**config.mk**
```make
export PLATFORM = sky130hd
export DESIGN_NAME = smbus_seq
export DESIGN_NICKNAME = d
export VERILOG_FILES = /design/src/rtl/smbus_seq.sv
export SDC_FILE = /design/constraint.sdc
export NUM_CORES = 1
export LEC_CHECK = 0
export BUFFER_PORTS_ARGS = -buffer_cell sky130_fd_sc_hd__buf_2
export CORE_ASPECT_RATIO = 1.25
export CORE_MARGIN = 3
export CORE_UTILIZATION = 32
export DETAILED_ROUTE_END_ITERATION = 16
export MAX_ROUTING_LAYER = met4
export PLACE_DENSITY = 0.53
export SKIP_LAST_GASP = 1
export SYNTH_ARGS = -nofsm -noshare
export SYNTH_HDL_FRONTEND = slang
export SYNTH_SLANG_ARGS = --single-unit
```
**constraint.sdc**
```tcl
create_clock -name clk -period 3.7 [get_ports clk]
set_input_delay 0.74 -clock clk [delete_from_list [all_inputs] [get_ports clk]]
set_output_delay 0.74 -clock clk [all_outputs]
set_load 0.02 [all_outputs]
```
**src/rtl/smbus_seq.sv**
```systemverilog
module smbus_seq #(
  parameter int MAX_BYTES = 32,
  localparam int CW = $clog2(MAX_BYTES + 1)
) (
  input  logic                   clk,
  input  logic                   rst_n,
  input  logic                   req_start,
  input  logic [2:0]             req_cmd,
  input  logic                   req_rnw,
  input  logic [6:0]             req_addr,
  input  logic [7:0]             req_code,
  input  logic [CW-1:0]          req_len,
  input  logic [MAX_BYTES*8-1:0] req_wdata,
  output logic                   busy,
  output logic                   done,
  output logic                   nack_err,
  output logic                   proto_err,
  output logic [CW-1:0]          rx_count,
  output logic [MAX_BYTES*8-1:0] rx_data,
  output logic                   eng_go,
  output logic [2:0]             eng_op,
  output logic [7:0]             eng_wdata,
  input  logic                   eng_done,
  input  logic                   eng_nack,
  input  logic [7:0]             eng_rdata
);

  localparam logic [2:0] OP_START = 3'd1, OP_RSTART = 3'd2, OP_WR = 3'd3,
                         OP_RDA = 3'd4, OP_RDN = 3'd5, OP_STOP = 3'd6;
  localparam logic [2:0] C_QUICK = 3'd0, C_BYTE = 3'd1, C_BDAT = 3'd2,
                         C_WDAT = 3'd3, C_PROC = 3'd4, C_BLK = 3'd5;

  typedef enum logic [3:0] {
    ST_IDLE, ST_START, ST_ADR1, ST_CODE, ST_WCNT, ST_WDAT,
    ST_RSTRT, ST_ADR2, ST_RCNT, ST_RDAT, ST_FLUSH, ST_STOP
  } st_t;

  st_t           st;
  logic          pend, rnw;
  logic [2:0]    cmd;
  logic [6:0]    addr;
  logic [7:0]    code;
  logic [CW-1:0] len, idx, n;
  logic          last, wr_st;

  assign busy   = (st != ST_IDLE);
  assign eng_go = busy && !pend;
  assign last   = (idx == n - CW'(1));
  assign wr_st  = (st == ST_ADR1) || (st == ST_CODE) || (st == ST_WCNT) ||
                  (st == ST_WDAT) || (st == ST_ADR2);

  always_comb begin
    eng_op    = 3'd0;
    eng_wdata = 8'd0;
    case (st)
      ST_START: eng_op = OP_START;
      ST_RSTRT: eng_op = OP_RSTART;
      ST_ADR1: begin
        eng_op    = OP_WR;
        eng_wdata = {addr, ((cmd == C_QUICK) || (cmd == C_BYTE)) ? rnw : 1'b0};
      end
      ST_CODE: begin eng_op = OP_WR; eng_wdata = code; end
      ST_WCNT: begin eng_op = OP_WR; eng_wdata = 8'(len); end
      ST_WDAT: begin eng_op = OP_WR; eng_wdata = req_wdata[idx*8 +: 8]; end
      ST_ADR2: begin eng_op = OP_WR; eng_wdata = {addr, 1'b1}; end
      ST_RCNT:  eng_op = OP_RDA;
      ST_RDAT:  eng_op = last ? OP_RDN : OP_RDA;
      ST_FLUSH: eng_op = OP_RDN;
      ST_STOP:  eng_op = OP_STOP;
      default:  eng_op = 3'd0;
    endcase
  end

  always_ff @(posedge clk or negedge rst_n) begin
    if (!rst_n) begin
      st <= ST_IDLE; pend <= 1'b0; cmd <= '0; rnw <= 1'b0; addr <= '0;
      code <= '0; len <= '0; idx <= '0; n <= '0; done <= 1'b0;
      nack_err <= 1'b0; proto_err <= 1'b0; rx_count <= '0; rx_data <= '0;
    end else begin
      done <= 1'b0;
      if (st == ST_IDLE) begin
        if (req_start && req_cmd <= C_BLK) begin
          cmd <= req_cmd; rnw <= req_rnw; addr <= req_addr; code <= req_code;
          len <= req_len; idx <= '0; n <= '0; pend <= 1'b0;
          nack_err <= 1'b0; proto_err <= 1'b0; rx_count <= '0;
          st <= ST_START;
        end
      end else if (eng_go) begin
        pend <= 1'b1;
      end else if (pend && eng_done) begin
        pend <= 1'b0;
        if (wr_st && eng_nack) begin
          nack_err <= 1'b1;
          st       <= ST_STOP;
        end else begin
          case (st)
            ST_START: st <= ST_ADR1;
            ST_ADR1: begin
              idx <= '0;
              if (cmd == C_QUICK) st <= ST_STOP;
              else if (cmd == C_BYTE) begin
                n  <= CW'(1);
                st <= rnw ? ST_RDAT : ST_WDAT;
              end else st <= ST_CODE;
            end
            ST_CODE: begin
              idx <= '0;
              n   <= (cmd == C_BDAT) ? CW'(1) : (cmd == C_BLK) ? len : CW'(2);
              if (cmd == C_PROC)      st <= ST_WDAT;
              else if (rnw)           st <= ST_RSTRT;
              else if (cmd == C_BLK)  st <= ST_WCNT;
              else                    st <= ST_WDAT;
            end
            ST_WCNT: st <= (len == '0) ? ST_STOP : ST_WDAT;
            ST_WDAT: begin
              if (last) begin
                idx <= '0;
                st  <= (cmd == C_PROC) ? ST_RSTRT : ST_STOP;
              end else idx <= idx + CW'(1);
            end
            ST_RSTRT: st <= ST_ADR2;
            ST_ADR2: begin
              idx <= '0;
              st  <= (cmd == C_BLK) ? ST_RCNT : ST_RDAT;
            end
            ST_RCNT: begin
              if (eng_rdata == 8'd0 || int'(eng_rdata) > MAX_BYTES) begin
                proto_err <= 1'b1;
                st        <= ST_FLUSH;
              end else begin
                n  <= CW'(eng_rdata);
                st <= ST_RDAT;
              end
            end
            ST_RDAT: begin
              rx_data[idx*8 +: 8] <= eng_rdata;
              rx_count <= idx + CW'(1);
              if (last) st <= ST_STOP;
              else idx <= idx + CW'(1);
            end
            ST_FLUSH: st <= ST_STOP;
            ST_STOP: begin
              st   <= ST_IDLE;
              done <= 1'b1;
            end
            default: st <= ST_IDLE;
          endcase
        end
      end
    end
  end

  // a request is never repeated back to back
  a_r1_single_issue: assert property (@(posedge clk) disable iff (!rst_n)
    eng_go |=> !eng_go);

  // NACK on a written byte leads straight to a stop with the flag set
  a_r11_nack_stop: assert property (@(posedge clk) disable iff (!rst_n)
    (pend && eng_done && eng_nack && eng_op == OP_WR) |=>
      (eng_go && eng_op == OP_STOP && nack_err));

  // a bad block count is followed by a NACKed read
  a_r10_flush_nack: assert property (@(posedge clk) disable iff (!rst_n)
    $rose(proto_err) |-> (eng_go && eng_op == OP_RDN));

  // the two error causes never coexist
  a_r10_err_excl: assert property (@(posedge clk) disable iff (!rst_n)
    !(nack_err && proto_err));

  // done only follows a completed stop
  a_r12_done_after_stop: assert property (@(posedge clk) disable iff (!rst_n)
    done |-> $past(eng_done && eng_op == OP_STOP));

  // received count stays in range
  a_r9_count_bound: assert property (@(posedge clk) disable iff (!rst_n)
    int'(rx_count) <= MAX_BYTES);

endmodule

```
==> results.rst, run 1 <==
.. list-table::
   :header-rows: 1

   * - Metric
     - Value
   * - Status
     - completed
   * - Primary flip-flop cell chosen by synthesis mapping
     - dfrtp_1
   * - Half-perimeter wire length of the detailed placement result
     - 54800 µm
   * - Top-level I/O count
     - about 570
   * - Synthesis Warnings
     - 0
   * - Post-placement cell area
     - about 19000 µm²
   * - DRC violation count after routing
     - 0
   * - Setup slack at placement
     - roughly 0.32 ns
   * - Initial core utilization
     - between 30% and 40%
   * - Number of enable-type register cells in the synthesized netlist
     - 0
   * - Final-layout fill cell count
     - ~4800
   * - Final Hold Vio Count
     - 0
   * - FFs w/ async S/R, synth
     - 100.0%
   * - Max IR drop VDD
     - approximately 0.36 mV
   * - Pleak
     - approximately 11 nW
   * - Flop2flop setup slack
     - approximately 0.52 ns
   * - Buffers added on ports
     - 571
   * - Wire length per cell
     - about 26 µm
   * - Maximum cell stage delay along the critical path
     - about 0.4 ns
   * - Vias in the first global route
     - 13610
   * - Detailed Route WL
     - approximately 67000 µm
   * - Via count
     - roughly 13000
   * - Initial antenna violation count
     - 36
   * - Count of TritonRoute iterations in the first routing pass
     - 5
   * - Maximum number of pins on one net before global-route repair
     - between 80 and 90
   * - Max Fanout on Critical Path
     - 5
   * - Clock sink count
     - 307
   * - Sort of element at the end of the critical path
     - output pin
   * - H-tree depth
     - 1
   * - Number of buffers created by CTS
     - 31
   * - Area of the mapped netlist
     - ~16000 µm²
   * - Net total in the final layout
     - approximately 2200
   * - DRC violation total after the first TritonRoute iteration
     - around 840
   * - Cell at the root of the clock tree
     - clkbuf_16
   * - GRT Util Overall
     - 25.61%
   * - Skew-Pair Late Insertion Delay
     - 0.59 ns
   * - Cells taking the most area after synthesis
     - dfrtp_1 49%, mux2_2 14%, mux4_2 9.2%
   * - Post-layout worst setup margin
     - ~0.073 ns
   * - Global route total overflow
     - 0
   * - Worst endpoint required time
     - 2.96 ns
   * - Final worst-path cycle share
     - 98.02%
   * - Clock tree from TritonCTS
     - done
   * - CP Class
     - flop to output pin
   * - Synth Area per Inst
     - approximately 12 µm²
   * - Highest attainable clock frequency
     - around 280 MHz
   * - Crit path buffers/inverters
     - 2
   * - Final Slew Violations
     - 0
   * - Crit path cell chain
     - inv_1 > ha_1 > xnor3_1 > a32oi_1 > a311oi_4 > nand3_2 > o31ai_2 > a221o_1 > buf_6
   * - Via-per-instance ratio
     - between 5 and 6
   * - Final ANT Viol Nets
     - 0
   * - Cell area after layout
     - 20750 µm²
   * - Hold Path Class
     - input port to async pin
   * - End-of-flow core utilization
     - 42.85%
   * - Unique cell type count in the Yosys netlist
     - 85
   * - Most common cell after layout, fill and taps aside
     - buf_2
   * - Flop and latch count out of synthesis
     - about 310
   * - Critical Path AT
     - 2.89 ns
   * - Post-synth top area cell
     - dfrtp_1
   * - Clock input transition at the sequential cells of the worst setup and hold paths
     - ~0.07 ns
   * - Net count of the mapped netlist
     - roughly 1600
   * - Clock tree buffer depth
     - 3
   * - Startpoint class of the critical path
     - flop
   * - Fraction of synthesized cell area taken by the top area cell type
     - around 49%
   * - Power density over the cells
     - around 640 nW/µm²
   * - Fraction of final layout cells with drive strength greater than 1
     - between 50% and 60%
   * - Synthesized instance count
     - around 1300
   * - Final number of setup-violating endpoints
     - 0
   * - Die height
     - between 200 and 300 µm
   * - Measured slew at the worst slew-check pin
     - approximately 0.9 ns
   * - Final estimated routing congestion in global placement
     - between 0.9 and 1
   * - Area overhead of the layout relative to synthesis
     - 32.05%
   * - Cell with the biggest individual delay on the critical path
     - dfrtp_2
   * - Headroom to the max-slew limit
     - 39.66%
   * - Row count
     - 90
   * - Maximum Capacitance Violations
     - 0
   * - Overall die area
     - slightly above 50000 µm²
   * - Clock period minus worst slack
     - about 3.6 ns
   * - Post-synthesis sequential area ratio
     - roughly half
   * - Standard cell core area
     - between 40000 and 50000 µm²
   * - Top library cells by usage in the layout, fill and taps aside
     - 569 x buf_2, 302 x dfrtp_1, 208 x nand2_1
   * - Die outline width
     - a little over 200 µm
   * - Dominant delay contributor by cell family on the critical path
     - compound AO/OA/AOI/OAI gates
   * - Global-route wire length before repair
     - 93580 µm
   * - Worst clock skew
     - ~0.025 ns
   * - Setup repair after global routing missed its margin
     - yes
[power by group]
part | leakage (nW) | switching, W | internal, W
clock | 0.534 | 0.00136 | 0.00197
combinational | 6.11 | 0.00358 | 0.00233
sequential | 4.16 | 0.000396 | 0.00370
total | 10.8 | 0.00533 | 0.00801
[cells in the mapped netlist (4+ instances only)]
cell type / number
a21oi_1: 25
and2_1: 16
a31oi_1: 5
buf_2: 29
clkbuf_1: 22
nand2_2: 15
o21ai_1: 7
or2_2: 6
o211ai_1: 6
buf_6: 4
dfrtp_1: 307
nand2_1: 208
nor3_2: 4
nor2_1: 97
nand2b_1: 9
mux2i_1: 20
mux2_1: 19
a221o_1: 4
o21ai_0: 62
a22oi_1: 14
nand3_1: 15
nor3_1: 12
a22o_1: 9
mux4_2: 64
xnor2_1: 5
nor2_4: 4
xor2_1: 4
buf_1: 6
and3_1: 7
buf_4: 9
inv_1: 22
ha_1: 4
a21o_1: 4
nor2_2: 4
nor2b_1: 12
mux2_2: 190
mux4_1: 5
[through the flow]
step / hold WS (ns) / power [W] / cells / setup TNS (ns)
finish: 0.1426 / 0.01334 / 2609 / 0
global route: 0.1800 / 0.01408 / 2607 / -0.05961
CTS: 0.1676 / 0.01338 / 2579 / -0.01989
detailed placement: 0.4612 / 0.009887 / 2518 / 0
global placement: 0.4596 / 0.009836 / 2518 / 0
floorplan: 0.4403 / 0.007869 / 1324 / 0
[final cells by class]
class / instances / area [µm²] / share of cell area, %
sequential: 307 / 7694 / 37.08
multi-input combinational: 920 / 7566 / 36.47
timing repair buffer: 634 / 3458 / 16.67
clock buffer: 40 / 849.6 / 4.095
tap: 644 / 805.8 / 3.884
clock inverter: 15 / 222.7 / 1.074
inverter: 22 / 82.58 / 0.3980
antenna: 27 / 67.56 / 0.3257
[metal layers]
layer	global-route usage (%)	wire length (µm)
met5	-	0
met1	28.66	24460
met2	45.36	35170
met3	3.716	4204
met4	11.45	3068
[registers in the layout (all words and copies together) (netlist names)]
register,cells
st,4
idx,6
proto_err,1
len,6
pend,1
n,6
code,8
addr,7
nack_err,1
rnw,1
cmd,3
rx_count,6
rx_data,256
done,1
[final timing paths]
kind / from / to / depth (start not counted)
worst max-delay path: n[0] / eng_op[0] / 9
worst min-delay path: rst_n / rx_data[233] / 1
worst max register to register: idx[2] / rx_data[195] / 8
worst min register to register: rx_data[188] / rx_data[188] / 2
max in group asynchronous: rst_n / rx_data[133] / 2
min in group clk: req_addr[1] / addr[1] / 3
[timing repair]
action / 4_1_cts / 5_1_grt
endpoints found under the setup margin: 9 / 8
setup buffers: 6 / 2
hold buffers: 0 / 0
pin swaps: 3 / 7
gates resized for setup: 10 / 9
cloned: 0 / 1
endpoints found under the hold margin: 0 / 0
[cell families after synthesis]
group	Yosys count	share of synthesized area [%]
AO/OA/AOI/OAI	170	7.287
flip-flops	307	48.90
adder cells (fa/ha/maj)	4	0.3186
AND/OR/NAND/NOR	436	13.20
buffers and inverters	97	3.185
XOR/XNOR	12	0.8521
multiplexers	298	26.26
[worst reg2reg max path, delay by kind of cell, from the launching register on]
kind / cells / cell delay, ns
AOI/OAI and AO/OA: 1 / 0.11
DFF: 1 / 0.61
and+or+nand+nor: 6 / 2.02
adders and majority gates: 1 / 0.29
(Power assumes the default switching activity.)
==> inputs of run 2 (changes only) <==
--- a/config.mk
+++ b/config.mk
@@ -6,12 +6,12 @@
 export NUM_CORES = 1
 export LEC_CHECK = 0
 export BUFFER_PORTS_ARGS = -buffer_cell sky130_fd_sc_hd__buf_2
-export CORE_ASPECT_RATIO = 1.25
-export CORE_MARGIN = 3
-export CORE_UTILIZATION = 32
+export CAP_MARGIN = 10
+export CORE_AREA = 3 3 221 223
 export DETAILED_ROUTE_END_ITERATION = 16
+export DIE_AREA = 0 0 224 226
 export MAX_ROUTING_LAYER = met4
-export PLACE_DENSITY = 0.53
+export PLACE_DENSITY = 0.54
 export SKIP_LAST_GASP = 1
 export SYNTH_ARGS = -nofsm -noshare
 export SYNTH_HDL_FRONTEND = slang
==> run 2 against run 1 <==
Flip-flop and latch count is the same. Worst setup slack gained 0.0037 ns. Worst hold slack gained 0.10 ns. Design area is essentially flat. Clock skew shrank 0.0014 ns. Count of clock-buffer cells in the layout grew 7. Non-clock buffer count is the same. Critical path depth shrank 1. Highest routed layer unchanged.
==> results.rst, run 2 (synthesis gave the netlist of run 1 again) <==
.. list-table::
   :header-rows: 1

   * - Metric
     - Value
   * - Status
     - completed (unchanged)
   * - Post-route setup TNS
     - 0 ns (unchanged)
   * - Headroom to the max-slew limit
     - 40.67% (was 39.66%)
   * - Crit path cell chain
     - buf_6 > buf_16 > buf_4 > mux4_2 > mux4_2 > o21ai_1 > o211ai_1 > buf_2 (was inv_1 > ha_1 > xnor3_1 > a32oi_1 > a311oi_4 > nand3_2 > o31ai_2 > a221o_1 > buf_6)
   * - Clock input transition at the sequential cells of the worst setup and hold paths
     - 0.06 ns (was 0.07 ns)
   * - Post-CTS Hold Fix Bufs
     - 0 (unchanged)
   * - CP Class
     - flop to output pin (unchanged)
   * - Reg-to-reg critical path endpoint
     - rx_data[176] (was rx_data[195])
   * - Measured slew at the worst slew-check pin
     - 0.8832 ns (was 0.9018 ns)
   * - Count of TritonRoute iterations in the first routing pass
     - 5 (unchanged)
   * - Clock period minus worst slack
     - 3.623 ns (was 3.627 ns)
   * - Half-perimeter wire length of the detailed placement result
     - 51010 µm (was 54800 µm)
   * - Initial core utilization
     - 33.60% (was 32.45%)
   * - GRT Util Overall
     - 25.34% (was 25.61%)
   * - Pleak
     - 10.85 nW (was 10.81 nW)
   * - Standard cell core area
     - 46750 µm² (was 48420 µm²)
   * - Via-per-instance ratio
     - 5.243 (was 5.120)
   * - Flop2flop setup slack
     - 0.34 ns (was 0.52 ns)
   * - Final-layout fill cell count
     - 4510 (was 4806)
   * - Setup repair after global routing missed its margin
     - yes (unchanged)
   * - Fraction of final layout cells with drive strength greater than 1
     - 51.83% (was 51.86%)
   * - Final estimated routing congestion in global placement
     - 1.055 (was 0.9833)
   * - Maximum Capacitance Violations
     - 0 (unchanged)
   * - Final worst-path cycle share
     - 97.91% (was 98.02%)
   * - Cell Count, Final, Fillers Out
     - 2553 (was 2609)
   * - Area overhead of the layout relative to synthesis
     - 32.05% (about the same)
   * - Overall die area
     - 50620 µm² (was 51810 µm²)
   * - Clock tree buffer depth
     - 3 (unchanged)
   * - Worst endpoint required time
     - 2.96 ns (about the same)
   * - Startpoint class of the critical path
     - flop (unchanged)
   * - Max IR drop VDD
     - 0.3788 mV (was 0.3634 mV)
   * - Critical register-to-register path startpoint
     - idx[0] (was idx[2])
   * - Power density over the cells
     - 660.0 nW/µm² (was 643.0 nW/µm²)
   * - Post-layout worst setup margin
     - 0.07717 ns (was 0.07344 ns)
   * - Post-placement cell area
     - 19370 µm² (was 19440 µm²)
   * - Max Fanout on Critical Path
     - 9 (was 5)
   * - Clock tree from TritonCTS
     - done (unchanged)
   * - Largest Register
     - rx_data (unchanged)
   * - Maximum number of pins on one net before global-route repair
     - 87 (was 82)
   * - DRC violation count after routing
     - 0 (unchanged)
   * - Maximum cell stage delay along the critical path
     - 0.51 ns (was 0.41 ns)
   * - Skew-Pair Late Insertion Delay
     - 0.53 ns (was 0.59 ns)
   * - Critical Path AT
     - 2.88 ns (was 2.89 ns)
   * - Top-level I/O count
     - 572 (unchanged)
   * - Final Hold Vio Count
     - 0 (unchanged)
   * - Final number of setup-violating endpoints
     - 0 (unchanged)
   * - Placed insts
     - 2479 (was 2518)
   * - Vias in the first global route
     - 13530 (was 13610)
   * - Biggest regs
     - rx_data (256), code (8), addr (7) (unchanged)
   * - Detailed Route WL
     - 64420 µm (was 66910 µm)
   * - Highest attainable clock frequency
     - 276.0 MHz (was 275.7 MHz)
   * - Most common cell after layout, fill and taps aside
     - buf_2 (unchanged)
   * - Initial antenna violation count
     - 7 (was 36)
   * - DRC violation total after the first TritonRoute iteration
     - 936 (was 837)
   * - Row count
     - 79 (was 90)
   * - Cell at the root of the clock tree
     - clkbuf_16 (unchanged)
   * - Setup slack at placement
     - 0.2935 ns (was 0.3217 ns)
   * - H-tree depth
     - 2 (was 1)
   * - Die outline width
     - 224 µm (was 204.2 µm)
   * - Number of flip-flops in the largest register
     - 256 (unchanged)
   * - Final Slew Violations
     - 0 (unchanged)
   * - Launching instance or port of the critical path
     - idx[0] (was n[0])
   * - Cell with the biggest individual delay on the critical path
     - mux4_2 (was dfrtp_2)
   * - Top library cells by usage in the layout, fill and taps aside
     - 570 x buf_2, 303 x dfrtp_1, 208 x nand2_1 (was 569 x buf_2, 302 x dfrtp_1, 208 x nand2_1)
   * - Cell repeated most along the worst path
     - mux4_2
   * - Cell area after layout
     - 20750 µm² (about the same)
   * - Worst setup path endpoint
     - eng_wdata[5] (was eng_op[0])
   * - Via count
     - 13390 (was 13360)
   * - Worst clock skew
     - 0.02392 ns (was 0.02528 ns)
   * - Clock sink count
     - 307 (unchanged)
   * - Die height
     - 226 µm (was 253.7 µm)
   * - Reg2Reg Depth
     - 10 (was 8)
   * - Wire length per cell
     - 25.23 µm (was 25.64 µm)
   * - End-of-flow core utilization
     - 44.38% (was 42.85%)
   * - Global route total overflow
     - 0 (unchanged)
   * - Final ANT Viol Nets
     - 0 (unchanged)
   * - Number of buffers created by CTS
     - 35 (was 31)
   * - Hold Path Class
     - input port to async pin (unchanged)
   * - Net total in the final layout
     - 2218 (was 2214)
   * - Buffers added on ports
     - 571 (unchanged)
   * - Global-route wire length before repair
     - 92100 µm (was 93580 µm)
   * - Sort of element at the end of the critical path
     - output pin (unchanged)
run 2: cell types whose count changed in the layout (fill, tap and decap cells not counted), moves of 2 or more:
| cell | delta |
|---|---|
| buf_12 | -2 |
| clkinv_2 | -2 |
| o21ai_1 | -2 |
| clkbuf_16 | +6 |
| diode_2 | -24 |
| clkbuf_1 | +3 |
| a21oi_2 | +2 |
run 2: how the worst min path moves through the flow:
stage,end,slack (ns),cells past startpoint
global route,rx_data[224],0.28,1
finish,rx_data[23],0.24,1
global placement,rx_data[129],0.46,2
CTS,rx_data[210],0.25,1
detailed placement,code[1],0.46,2
floorplan,addr[0],0.44,0
run 2: worst max-delay path: cells and delay by family, from the launching register on:
kind / cells / cell delay, ns
AO/OA/AOI/OAI: 2 / 0.23
buffers and inverters: 4 / 0.64
flip-flops: 1 / 0.49
multiplexers: 2 / 0.99
run 2: layout make-up:
class	count	area [µm²]	share of cell area [%]
Multi-Input combinational cell	920	7564	36.46
Antenna cell	3	7.507	0.03618
Inverter	22	82.58	0.3980
Clock inverter	13	209.0	1.007
Clock buffer	47	972.2	4.686
Sequential cell	307	7692	37.08
Timing Repair Buffer	634	3461	16.68
Tap cell	607	759.5	3.661
run 2: stage by stage:
step / power (W) / hold WS [ns]
3_5_place_dp: 0.009883 / 0.4646
6_report: 0.01369 / 0.2436
2_1_floorplan: 0.007869 / 0.4403
4_1_cts: 0.01364 / 0.2498
5_1_grt: 0.01446 / 0.2781
3_3_place_gp: 0.009851 / 0.4567
run 2: routing by layer:
layer  vias to the layer above  global-route usage [%]  share of wire, %
met1                      6930                   36.66                47
met5                         -                       -                 0
met2                       440                   38.20                46
met4                         0                   4.560               1.6
li1                       5949                       -                 -
met3                        67                   4.004               5.5
run 2: what timing repair did:
action / CTS / global route
setup endpoints to repair: 9 / 8
endpoints found under the hold margin: 0 / 0
resized for setup: 3 / 11
buffers inserted: 6 / 3
cloned: 0 / 2
pin swaps: 3 / 1
run 2: power by group:
| group | internal, W | switching (W) | total [W] |
|---|---|---|---|
| combinational | 0.00238 | 0.00366 | 0.00604 |
| clock | 0.00220 | 0.00139 | 0.00359 |
| sequential | 0.00370 | 0.000360 | 0.00406 |
